[config.mk]
export PLATFORM = sky130hd
export DESIGN_NAME = bsp_stream_port
export DESIGN_NICKNAME = d
export VERILOG_FILES = /design/src/rtl/bsp_pkg.sv /design/src/rtl/bsp_timer.sv /design/src/rtl/bsp_rx_ser.sv /design/src/rtl/bsp_tx_des.sv /design/src/rtl/bsp_stream_port.sv
export SDC_FILE = /design/constraint.sdc
export NUM_CORES = 1
export LEC_CHECK = 0
export ABC_CLOCK_PERIOD_IN_PS = 6000
export CAP_MARGIN = 20
export CELL_PAD_IN_SITES_DETAIL_PLACEMENT = 1
export CELL_PAD_IN_SITES_GLOBAL_PLACEMENT = 1
export CORE_UTILIZATION = 46
export CTS_CLUSTER_DIAMETER = 80
export CTS_CLUSTER_SIZE = 10
export DETAILED_ROUTE_END_ITERATION = 8
export PLACE_DENSITY_LB_ADDON = 0.1
export SLEW_MARGIN = 20
export SYNTH_ARGS = -nofsm -noshare
export SYNTH_HDL_FRONTEND = slang
export SYNTH_SLANG_ARGS = --single-unit
export TNS_END_PERCENT = 1
[constraint.sdc]
create_clock -name clk -period 6 [get_ports clk]
set_input_delay 1.8 -clock clk [delete_from_list [all_inputs] [get_ports clk]]
set_output_delay 1.8 -clock clk [all_outputs]
set_load 0.005 [all_outputs]
[src/rtl/bsp_pkg.sv]
// Shared types for the bit-level streaming port.
package bsp_pkg;
    // Sequencer phase: idle, start/ramp delay, bursts running.
    typedef enum logic [1:0] {PH_IDLE, PH_WAIT, PH_RUN} bsp_phase_t;
endpackage

[src/rtl/bsp_timer.sv]
// Sequencer and bit-clock generator.
// Counts the start delay (receive) or PA ramp (transmit), then walks
// through bit slots of a burst. Assumes BIT_CYC is even, SYM_BITS is
// smaller than the slot count, and both delays are at least one cycle.
module bsp_timer
    import bsp_pkg::*;
#(
    parameter int CYC_PER_US = 26,
    parameter int START_US   = 18,
    parameter int RAMP_US    = 4,
    parameter int BIT_US     = 2,
    parameter int BURST_US   = 16,
    parameter int SYM_BITS   = 4,
    localparam int BIT_CYC   = BIT_US * CYC_PER_US,
    localparam int SLOTS     = BURST_US / BIT_US,
    localparam int SUBW      = $clog2(BIT_CYC),
    localparam int SLW       = $clog2(SLOTS)
) (
    input  logic            clk,
    input  logic            rst_n,
    input  logic            sfd_det,
    input  logic            tx_go,
    input  logic            rdy_cmd,
    output logic            run_o,
    output logic            tx_mode_o,
    output logic            pa_on_o,
    output logic            bclk_o,
    output logic            burst_ld_o,
    output logic [SLW-1:0]  slot_o,
    output logic [SUBW-1:0] sub_o
);
    localparam int START_CYC = START_US * CYC_PER_US;
    localparam int RAMP_CYC  = RAMP_US * CYC_PER_US;
    localparam int MAXW      = (START_CYC > RAMP_CYC) ? START_CYC : RAMP_CYC;
    localparam int CW        = $clog2(MAXW + 1);
    localparam logic [CW-1:0]   RX_LAST   = CW'(START_CYC - 1);
    localparam logic [CW-1:0]   TX_LAST   = CW'(RAMP_CYC - 1);
    localparam logic [SUBW-1:0] SUB_LAST  = SUBW'(BIT_CYC - 1);
    localparam logic [SUBW-1:0] SUB_HALF  = SUBW'(BIT_CYC / 2);
    localparam logic [SLW-1:0]  SLOT_LAST = SLW'(SLOTS - 1);
    localparam logic [SLW-1:0]  BIT_LAST  = SLW'(SYM_BITS - 1);

    bsp_phase_t      phase;
    logic [CW-1:0]   cnt;
    logic [SUBW-1:0] sub;
    logic [SLW-1:0]  slot;
    logic            tx_q;
    logic            pa_q;
    logic            wait_done;

    // Detect the last cycle of the current delay.
    always_comb wait_done = (cnt == (tx_q ? TX_LAST : RX_LAST));

    // Flag the edges that start a new burst.
    always_comb burst_ld_o = !rdy_cmd &&
        ((phase == PH_WAIT && wait_done) ||
         (phase == PH_RUN && sub == SUB_LAST && slot == SLOT_LAST));

    // Phase, delay counter, slot position, direction and PA state.
    always_ff @(posedge clk) begin
        if (!rst_n || rdy_cmd) begin
            phase <= PH_IDLE;
            cnt   <= '0;
            sub   <= '0;
            slot  <= '0;
            pa_q  <= 1'b0;
            if (!rst_n) tx_q <= 1'b0;
        end else begin
            case (phase)
                PH_IDLE: begin
                    cnt <= '0;
                    if (tx_go) begin
                        phase <= PH_WAIT;
                        tx_q  <= 1'b1;
                        pa_q  <= 1'b1;
                    end else if (sfd_det) begin
                        phase <= PH_WAIT;
                        tx_q  <= 1'b0;
                    end
                end
                PH_WAIT: begin
                    if (wait_done) begin
                        phase <= PH_RUN;
                        sub   <= '0;
                        slot  <= '0;
                    end else begin
                        cnt <= cnt + 1'b1;
                    end
                end
                PH_RUN: begin
                    if (sub == SUB_LAST) begin
                        sub  <= '0;
                        slot <= (slot == SLOT_LAST) ? '0 : slot + 1'b1;
                    end else begin
                        sub <= sub + 1'b1;
                    end
                end
                default: phase <= PH_IDLE;
            endcase
        end
    end

    // Present the sequencer state and the gated bit clock.
    always_comb begin
        run_o     = (phase == PH_RUN);
        tx_mode_o = tx_q;
        pa_on_o   = pa_q;
        slot_o    = slot;
        sub_o     = sub;
        bclk_o    = run_o && (slot <= BIT_LAST) && (sub < SUB_HALF);
    end


    rdy_stop_chk: assert property (@(posedge clk) disable iff (!rst_n)
        rdy_cmd |=> (!bclk_o && !pa_on_o));

    pa_clock_chk: assert property (@(posedge clk) disable iff (!rst_n)
        (bclk_o && tx_q) |-> pa_q);

    busy_ignore_chk: assert property (@(posedge clk) disable iff (!rst_n)
        (phase != PH_IDLE && !rdy_cmd && (sfd_det || tx_go)) |=> ($stable(tx_q) && phase != PH_IDLE));
endmodule

[src/rtl/bsp_rx_ser.sv]
// Receive serializer.
// Latches the demodulated symbol at each burst start and presents one
// bit per slot, least significant first. Assumes slot numbering from
// the sequencer, with SYM_BITS a power of two.
module bsp_rx_ser #(
    parameter int SYM_BITS = 4,
    parameter int SLW      = 3,
    localparam int IW      = $clog2(SYM_BITS)
) (
    input  logic                clk,
    input  logic                rst_n,
    input  logic                burst_ld,
    input  logic                run,
    input  logic                tx_mode,
    input  logic                bclk,
    input  logic [SLW-1:0]      slot,
    input  logic [SYM_BITS-1:0] rx_sym,
    output logic                rx_dat
);
    localparam logic [SLW-1:0] BIT_LAST = SLW'(SYM_BITS - 1);

    logic [SYM_BITS-1:0] sym_q;

    // Hold the symbol for the whole burst.
    always_ff @(posedge clk) begin
        if (!rst_n)        sym_q <= '0;
        else if (burst_ld) sym_q <= rx_sym;
    end

    // Select the bit of the current slot.
    always_comb rx_dat = (run && !tx_mode && slot <= BIT_LAST) ? sym_q[slot[IW-1:0]] : 1'b0;


    rxd_hold_chk: assert property (@(posedge clk) disable iff (!rst_n)
        (bclk && $past(bclk)) |-> $stable(rx_dat));

    rxd_quiet_chk: assert property (@(posedge clk) disable iff (!rst_n)
        tx_mode |-> !rx_dat);
endmodule

[src/rtl/bsp_tx_des.sv]
// Transmit deserializer.
// Captures serial data once per bit on the selected half of the bit
// clock and emits each full symbol with a one-cycle strobe. Assumes
// the sequencer's slot and sub-bit counters.
module bsp_tx_des #(
    parameter int SYM_BITS = 4,
    parameter int SLW      = 3,
    parameter int SUBW     = 6,
    parameter int HALF_CYC = 26,
    localparam int IW      = $clog2(SYM_BITS)
) (
    input  logic                clk,
    input  logic                rst_n,
    input  logic                run,
    input  logic                tx_mode,
    input  logic                rdy_cmd,
    input  logic                tx_fall,
    input  logic                tx_dat,
    input  logic [SLW-1:0]      slot,
    input  logic [SUBW-1:0]     sub,
    output logic [SYM_BITS-1:0] tx_sym,
    output logic                tx_sym_vld
);
    localparam logic [SLW-1:0]  BIT_LAST = SLW'(SYM_BITS - 1);
    localparam logic [SUBW-1:0] SUB_HALF = SUBW'(HALF_CYC);

    logic [SYM_BITS-1:0] sh_q;
    logic [SYM_BITS-1:0] sh_n;
    logic                samp;

    // Decide whether this cycle is a capture cycle.
    always_comb begin
        samp = run && tx_mode && !rdy_cmd && (slot <= BIT_LAST) &&
               (sub == (tx_fall ? SUB_HALF : '0));
        sh_n = sh_q;
        sh_n[slot[IW-1:0]] = tx_dat;
    end

    // Shift in captures and publish the completed symbol.
    always_ff @(posedge clk) begin
        if (!rst_n) begin
            sh_q       <= '0;
            tx_sym     <= '0;
            tx_sym_vld <= 1'b0;
        end else begin
            tx_sym_vld <= 1'b0;
            if (samp) begin
                sh_q <= sh_n;
                if (slot == BIT_LAST) begin
                    tx_sym     <= sh_n;
                    tx_sym_vld <= 1'b1;
                end
            end
        end
    end


    vld_single_chk: assert property (@(posedge clk) disable iff (!rst_n)
        tx_sym_vld |=> !tx_sym_vld);
endmodule

[src/rtl/bsp_stream_port.sv]
// Bit-level streaming serial port, top level.
// Ties the sequencer to the receive serializer and the transmit
// deserializer. All delays are counted in system clock cycles from
// CYC_PER_US. Commands are expected as single-cycle strobes.
module bsp_stream_port #(
    parameter int CYC_PER_US = 26,
    parameter int START_US   = 18,
    parameter int RAMP_US    = 4,
    parameter int BIT_US     = 2,
    parameter int BURST_US   = 16,
    parameter int SYM_BITS   = 4
) (
    input  logic                clk,
    input  logic                rst_n,
    input  logic                sfd_det,
    input  logic [SYM_BITS-1:0] rx_sym,
    input  logic                tx_go,
    input  logic                rdy_cmd,
    input  logic                tx_fall,
    input  logic                tx_dat,
    output logic                bclk,
    output logic                rx_dat,
    output logic [SYM_BITS-1:0] tx_sym,
    output logic                tx_sym_vld,
    output logic                pa_on
);
    localparam int BIT_CYC = BIT_US * CYC_PER_US;
    localparam int SLOTS   = BURST_US / BIT_US;
    localparam int SUBW    = $clog2(BIT_CYC);
    localparam int SLW     = $clog2(SLOTS);

    logic            run;
    logic            tx_mode;
    logic            burst_ld;
    logic [SLW-1:0]  slot;
    logic [SUBW-1:0] sub;

    bsp_timer #(
        .CYC_PER_US(CYC_PER_US), .START_US(START_US), .RAMP_US(RAMP_US),
        .BIT_US(BIT_US), .BURST_US(BURST_US), .SYM_BITS(SYM_BITS)
    ) u_tmr (
        .clk(clk), .rst_n(rst_n), .sfd_det(sfd_det), .tx_go(tx_go),
        .rdy_cmd(rdy_cmd), .run_o(run), .tx_mode_o(tx_mode), .pa_on_o(pa_on),
        .bclk_o(bclk), .burst_ld_o(burst_ld), .slot_o(slot), .sub_o(sub)
    );

    bsp_rx_ser #(.SYM_BITS(SYM_BITS), .SLW(SLW)) u_rx (
        .clk(clk), .rst_n(rst_n), .burst_ld(burst_ld), .run(run),
        .tx_mode(tx_mode), .bclk(bclk), .slot(slot), .rx_sym(rx_sym),
        .rx_dat(rx_dat)
    );

    bsp_tx_des #(
        .SYM_BITS(SYM_BITS), .SLW(SLW), .SUBW(SUBW), .HALF_CYC(BIT_CYC / 2)
    ) u_tx (
        .clk(clk), .rst_n(rst_n), .run(run), .tx_mode(tx_mode),
        .rdy_cmd(rdy_cmd), .tx_fall(tx_fall), .tx_dat(tx_dat), .slot(slot),
        .sub(sub), .tx_sym(tx_sym), .tx_sym_vld(tx_sym_vld)
    );
endmodule

==> results of run 1 <==
cells by family after synthesis:
family,synth area share [%]
DFF,37.3
muxes,9.72
and+or+nand+nor,23.5
buffers and inverters,3.85
AOI/OAI and AO/OA,18.8
xor gates and xnor gates,1.42
adders and majority gates,5.40
metrics by stage:
stage	instances	util [%]	power [W]	setup slack, ns	hold slack, ns
3_3_place_gp	266	54.7	0.000257	2.09	0.444
5_1_grt	274	57.5	0.000457	1.73	0.495
2_1_floorplan	208	-	0.000246	2.87	0.435
4_1_cts	274	57.5	0.000447	1.86	0.468
3_5_place_dp	266	54.7	0.000259	1.98	0.457
6_report	274	57.5	0.000443	1.86	0.470
Yosys cell counts (2+ instances only):
master	number
mux2i_1	9
o311ai_0	3
a22oi_1	2
xnor2_1	2
dfxtp_1	33
a21oi_1	5
a31oi_1	3
nand4_1	2
clkbuf_1	8
a211oi_1	2
nor2b_1	7
o2111ai_1	2
nand3_1	7
o21ai_0	5
o22a_1	2
nor3_1	5
inv_1	11
mux2_2	6
o41ai_1	6
and3_1	2
and4_1	2
or4_1	4
a22o_1	3
a211o_1	2
nor4_1	3
o211ai_1	3
ha_1	8
nor2_1	21
nand2_1	22
where the power goes:
| part | switching, W | leakage, nW | internal (W) |
|---|---|---|---|
| registers | 0.00000239 | 0.277 | 0.000228 |
| logic | 0.0000125 | 0.479 | 0.0000105 |
| clock network | 0.0000845 | 0.0561 | 0.000105 |
final cells by class:
type	count	area, µm²	area share, %
Tap cell	48	60.1	2.77
Clock buffer	6	93.8	4.33
Clock inverter	2	10.0	0.462
Sequential cell	34	691	31.9
Timing Repair Buffer	18	180	8.31
Inverter	11	41.3	1.91
Multi-Input combinational cell	155	1090	50.3
critical path: stages, from the launching register on:
cell and delay (ns):
dfxtp_1 0.54, nor2b_1 0.40, o211ai_1 0.39, nor2_1 0.19, clkdlybuf4s50_1 0.52
final timing paths:
path	start	endpoint	depth (start not counted)
worst min-delay path	u_rx.sym_q[2]$_SDFFE_PN0P_	u_rx.sym_q[2]$_SDFFE_PN0P_	2
worst min register to register	u_rx.sym_q[2]$_SDFFE_PN0P_	u_rx.sym_q[2]$_SDFFE_PN0P_	2
worst max-delay path	u_tmr.phase[1]$_SDFFE_PP0P_	bclk	4
worst max register to register	u_tmr.phase[1]$_SDFFE_PP0P_	u_tx.tx_sym[3]$_SDFFE_PN0P_	5
registers in the layout (all words and copies together), names as in the netlist:
name / flops
u_rx.sym_q: 4
u_tx.tx_sym_vld: 1
u_tmr.cnt: 9
u_tmr.tx_mode_o: 1
u_tmr.sub_o: 6
u_tx.sh_q: 3
u_tmr.pa_on_o: 1
u_tx.tx_sym: 4
u_tmr.phase: 2
u_tmr.slot_o: 3
metal layers:
| layer | vias up | track usage (%) | routed length, µm |
|---|---|---|---|
| met5 | - | 0 | 0 |
| met4 | 0 | 9.51 | 96 |
| met3 | 11 | 4.86 | 107 |
| met2 | 24 | 42.4 | 2240 |
| met1 | 777 | 31.2 | 2270 |
| li1 | 803 | - | - |
==> results.toml, run 1 <==
[finish]
final_common_cell = "dfxtp_1"
final_cell_mix = "dfxtp_1, nand2_1, nor2_1"
antenna_cells = 0
nNetsFinal = 244
area.growth.synth_to_final_pct = 16.9
finalInstanceArea_um2 = 2170
nFillCells = 454
drive_gt1_share_pct = 9.29

[min_path]
worst_hold_path_type = "reg2reg"

[sta]
worst_pin_slew_ns = 0.696
skew_ns = 0.00661
period_share_pct = 68.9
hold_viol = 0
rsz0062_at_grt = "no"
fmax_mhz = 242
min_period_ns = 4.14
slew_headroom_pct = 53.4
slew_viol_final = 0
final.setup.tns_ns = 0
finalSetupViolCount = 0

[clock_tree]
cts_tree = "yes"
cts_max_level = 2
postCtsSetupRepairBufs = 0
postCtsHoldBufs = 0
cts-root-buf = "clkbuf_8"
cts_buffers = 5
ctsResizeCount = 0
cts.path.max_buffers = 2
path_clk_slew_ns = 0.07
clock_latency_ns = 0.29
cts_sinks = 34

[global_routing]
grt_usage_pct = 25.1
antenna_found_initial = 0
overflow = 0
grt_first_pass_wirelength_um = 8210
grt_max_degree = 21
grt_pass1_vias = 1753

[status]
status = "completed"

[floorplanning]
core_um2 = 3770
initial_core_util_pct = 49.1
rows = 22
die_h_um = 65.5
dieArea_um2 = 4290
die_w_um = 65.5
io_pins = 19

[critical_path]
critPathArrivalTime_ns = 2.34
required_ns = 4.20
cp_max_fo = 12
cp-start-kind = "flip-flop"
end_kind = "output port"
path_class = "reg2out"
ff2ff_setup_slack_ns = 3.59

[logic_synthesis]
synth-seq-cells = 34
avgSynthCellArea_um2 = 8.91
syn-cell-area_um2 = 1850
ys_seq_area_share_pct = 37.3
synth_edf_count = 1
synthesis.nets = 227
synth_cell_type_count = 47
synthFlopType = "dfxtp_1"
yosysTopAreaCellShare_pct = 35.7
synthTopCellsByArea = "dfxtp_1, ha_1, mux2i_1"
synth_cells = 208
synthArstFlopShare_pct = 0
synth_area_leader_cell = "dfxtp_1"
ys_warn_count = 0

[routing]
drt_iter0_drc = 73
drc = 0
vias = 1615
drtPass1Iterations = 4
avgViaCountPerCell = 5.89
wl_per_cell_um = 17.2
ant_nets = 0
wl_um = 4710

[power]
power.ir.vdd_worst_v = 0.000145
p_leak_nw = 0.812
power.density_nw_per_um2 = 205

[placed_design]
dp_hpwl_um = 3470
port_buffers = 18
dpl_cell_area_um2 = 2060
globalplace.congestion = 0.858

[job]
cap_violations = 0
Note: power is estimated with default switching activity, not from simulation.
==> run 2, diff against run 1 <==
--- a/config.mk
+++ b/config.mk
@@ -5,11 +5,11 @@
 export SDC_FILE = /design/constraint.sdc
 export NUM_CORES = 1
 export LEC_CHECK = 0
-export ABC_CLOCK_PERIOD_IN_PS = 6000
+export ABC_CLOCK_PERIOD_IN_PS = 3600
 export CAP_MARGIN = 20
 export CELL_PAD_IN_SITES_DETAIL_PLACEMENT = 1
 export CELL_PAD_IN_SITES_GLOBAL_PLACEMENT = 1
-export CORE_UTILIZATION = 46
+export CORE_UTILIZATION = 38
 export CTS_CLUSTER_DIAMETER = 80
 export CTS_CLUSTER_SIZE = 10
 export DETAILED_ROUTE_END_ITERATION = 8
==> constraint.sdc (replaced) <==
create_clock -name clk -period 3.6 [get_ports clk]
set_input_delay 1.08 -clock clk [delete_from_list [all_inputs] [get_ports clk]]
set_output_delay 1.08 -clock clk [all_outputs]
set_load 0.005 [all_outputs]
==> run 2 against run 1 <==
Net effect:
- first-iteration DRC count up 32%
- clock power increased by 54%
- flip-flop and latch count did not move
- combinational power is 78% higher
- clock skew is 0.0027 ns lower
- sequential power grew 66%
- hold slack about the same
- via count rose by 3.4%
- final cell count is 3.6% higher
- power grew 62%
- largest cell class unchanged
==> results.toml, run 2 (synthesis results as in run 1) <==
[status]
status = "completed"

[finish]
largest_register_ffs = 9
antenna_cells = 0
regMostFlops = "u_tmr.cnt"
final_common_cell = "dfxtp_1"
area.growth.synth_to_final_pct = 18.5
finish.utilization_pct = 46.8
nNetsFinal = 248
final_cell_mix = "dfxtp_1, nand2_1, nor2_1"
drive_gt1_share_pct = 10.9

[floorplanning]
rows = 25
die_w_um = 71.8
core_um2 = 4690
die_h_um = 71.8
initial_core_util_pct = 39.5
io_pins = 19
dieArea_um2 = 5160

[routing]
vias = 1670
avgViaCountPerCell = 5.88
wl_per_cell_um = 16.5
wl_um = 4700
drtPass1Iterations = 6
drc = 0
drt_iter0_drc = 96
ant_nets = 0

[critical_path]
end_kind = "output port"
path_class = "reg2out"
required_ns = 2.52
cp-start-kind = "flip-flop"
critPathArrivalTime_ns = 2.21
cp_max_fo = 9

[placed_design]
dp_slack_ns = 0.434
dp_hpwl_um = 3560
port_buffers = 18
globalplace.congestion = 0.830

[clock_tree]
path_clk_slew_ns = 0.07
cts_buffers = 5
ctsResizeCount = 0
cts.path.max_buffers = 2
postCtsSetupRepairBufs = 0
cts_max_level = 2
cts-root-buf = "clkbuf_8"
cts_tree = "yes"
cts_sinks = 34
postCtsHoldBufs = 0
clock_latency_ns = 0.28

[job]
cap_violations = 0

[power]
power.ir.vdd_worst_v = 0.000222
power.density_nw_per_um2 = 327
p_leak_nw = 0.823

[sta]
worst_pin_slew_ns = 0.592
skew_ns = 0.00394
final.setup.tns_ns = 0
slew_viol_final = 0
layout_setup_ws_ns = 0.305
slew_headroom_pct = 60.3
min_period_ns = 3.29
period_share_pct = 91.5
hold_viol = 0
fmax_mhz = 304
finalSetupViolCount = 0
rsz0062_at_grt = "no"

[global_routing]
antenna_found_initial = 0
grt_usage_pct = 19.8
grt_first_pass_wirelength_um = 7910
overflow = 0
grt_max_degree = 15
grt_pass1_vias = 1666

[min_path]
worst_hold_path_type = "reg2reg"
run 2: cell count changes in the layout (fill, tap and decap cells not counted), sizes merged:
cell / previous run / this run
buf: 0 / 4
clkinv: 2 / 1
clkinvlp: 0 / 1
run 2: path summary, 6_finish.rpt:
path,from,endpoint,slack [ns],cells after the start
setup / recovery,u_tmr.slot_o[0]$_SDFFE_PP0P_,bclk,0.31,5
hold / removal,u_rx.sym_q[3]$_SDFFE_PN0P_,u_rx.sym_q[3]$_SDFFE_PN0P_,0.47,2
setup reg to reg,u_tmr.slot_o[0]$_SDFFE_PP0P_,u_tx.tx_sym[2]$_SDFFE_PN0P_,1.39,6
hold reg to reg,u_rx.sym_q[3]$_SDFFE_PN0P_,u_rx.sym_q[3]$_SDFFE_PN0P_,0.47,2
run 2: per-stage QoR:
stage / std cells / total power [W] / cell area, µm² / hold slack, ns
after floorplan: 208 / 0.000411 / 1850 / 0.435
after global placement: 276 / 0.000432 / 2100 / 0.451
after detailed placement: 276 / 0.000434 / 2100 / 0.464
after CTS: 284 / 0.000729 / 2200 / 0.474
after global routing: 284 / 0.000751 / 2200 / 0.493
final: 284 / 0.000719 / 2200 / 0.470
run 2: cell type report:
| cell class | instances | area [µm²] |
|---|---|---|
| inverters | 11 | 41.3 |
| fillers | 565 | 2500 |
| multi-input cells | 155 | 1090 |
| flip-flops and latches | 34 | 691 |
| clock inverters | 2 | 12.5 |
| clock buffers | 6 | 82.6 |
| well taps | 54 | 67.6 |
| repair buffers | 22 | 210 |
run 2: critical path, cell delays in order, from the launching register on:
cell,delay (ns)
dfxtp_1,0.37
ha_1,0.26
ha_1,0.22
o211ai_1,0.52
nor2_1,0.10
clkdlybuf4s50_1,0.46
run 2: layer usage:
layer  routed length (µm)  global-route usage (%)  vias up
met3                  112                    4.22        5
met2                 2140                    31.6       25
met1                 2390                    26.9      831
met5                    0                       0        -
li1                     -                       -      809
met4                   52                    5.88        0
run 2: where the power goes:
group	switching, W	leakage (nW)	internal (W)	total, W
combinational	0.0000213	0.499	0.0000196	0.0000409
sequential	0.00000399	0.277	0.000380	0.000384
clock	0.000140	0.0472	0.000154	0.000293
==> run 3, diff against run 2 <==
--- a/config.mk
+++ b/config.mk
@@ -14,6 +14,7 @@
 export CTS_CLUSTER_SIZE = 10
 export DETAILED_ROUTE_END_ITERATION = 8
 export PLACE_DENSITY_LB_ADDON = 0.1
+export SKIP_LAST_GASP = 1
 export SLEW_MARGIN = 20
 export SYNTH_ARGS = -nofsm -noshare
 export SYNTH_HDL_FRONTEND = slang
==> results of run 3 <==
The final DEF is identical to that of run 2; final timing and power are the same.
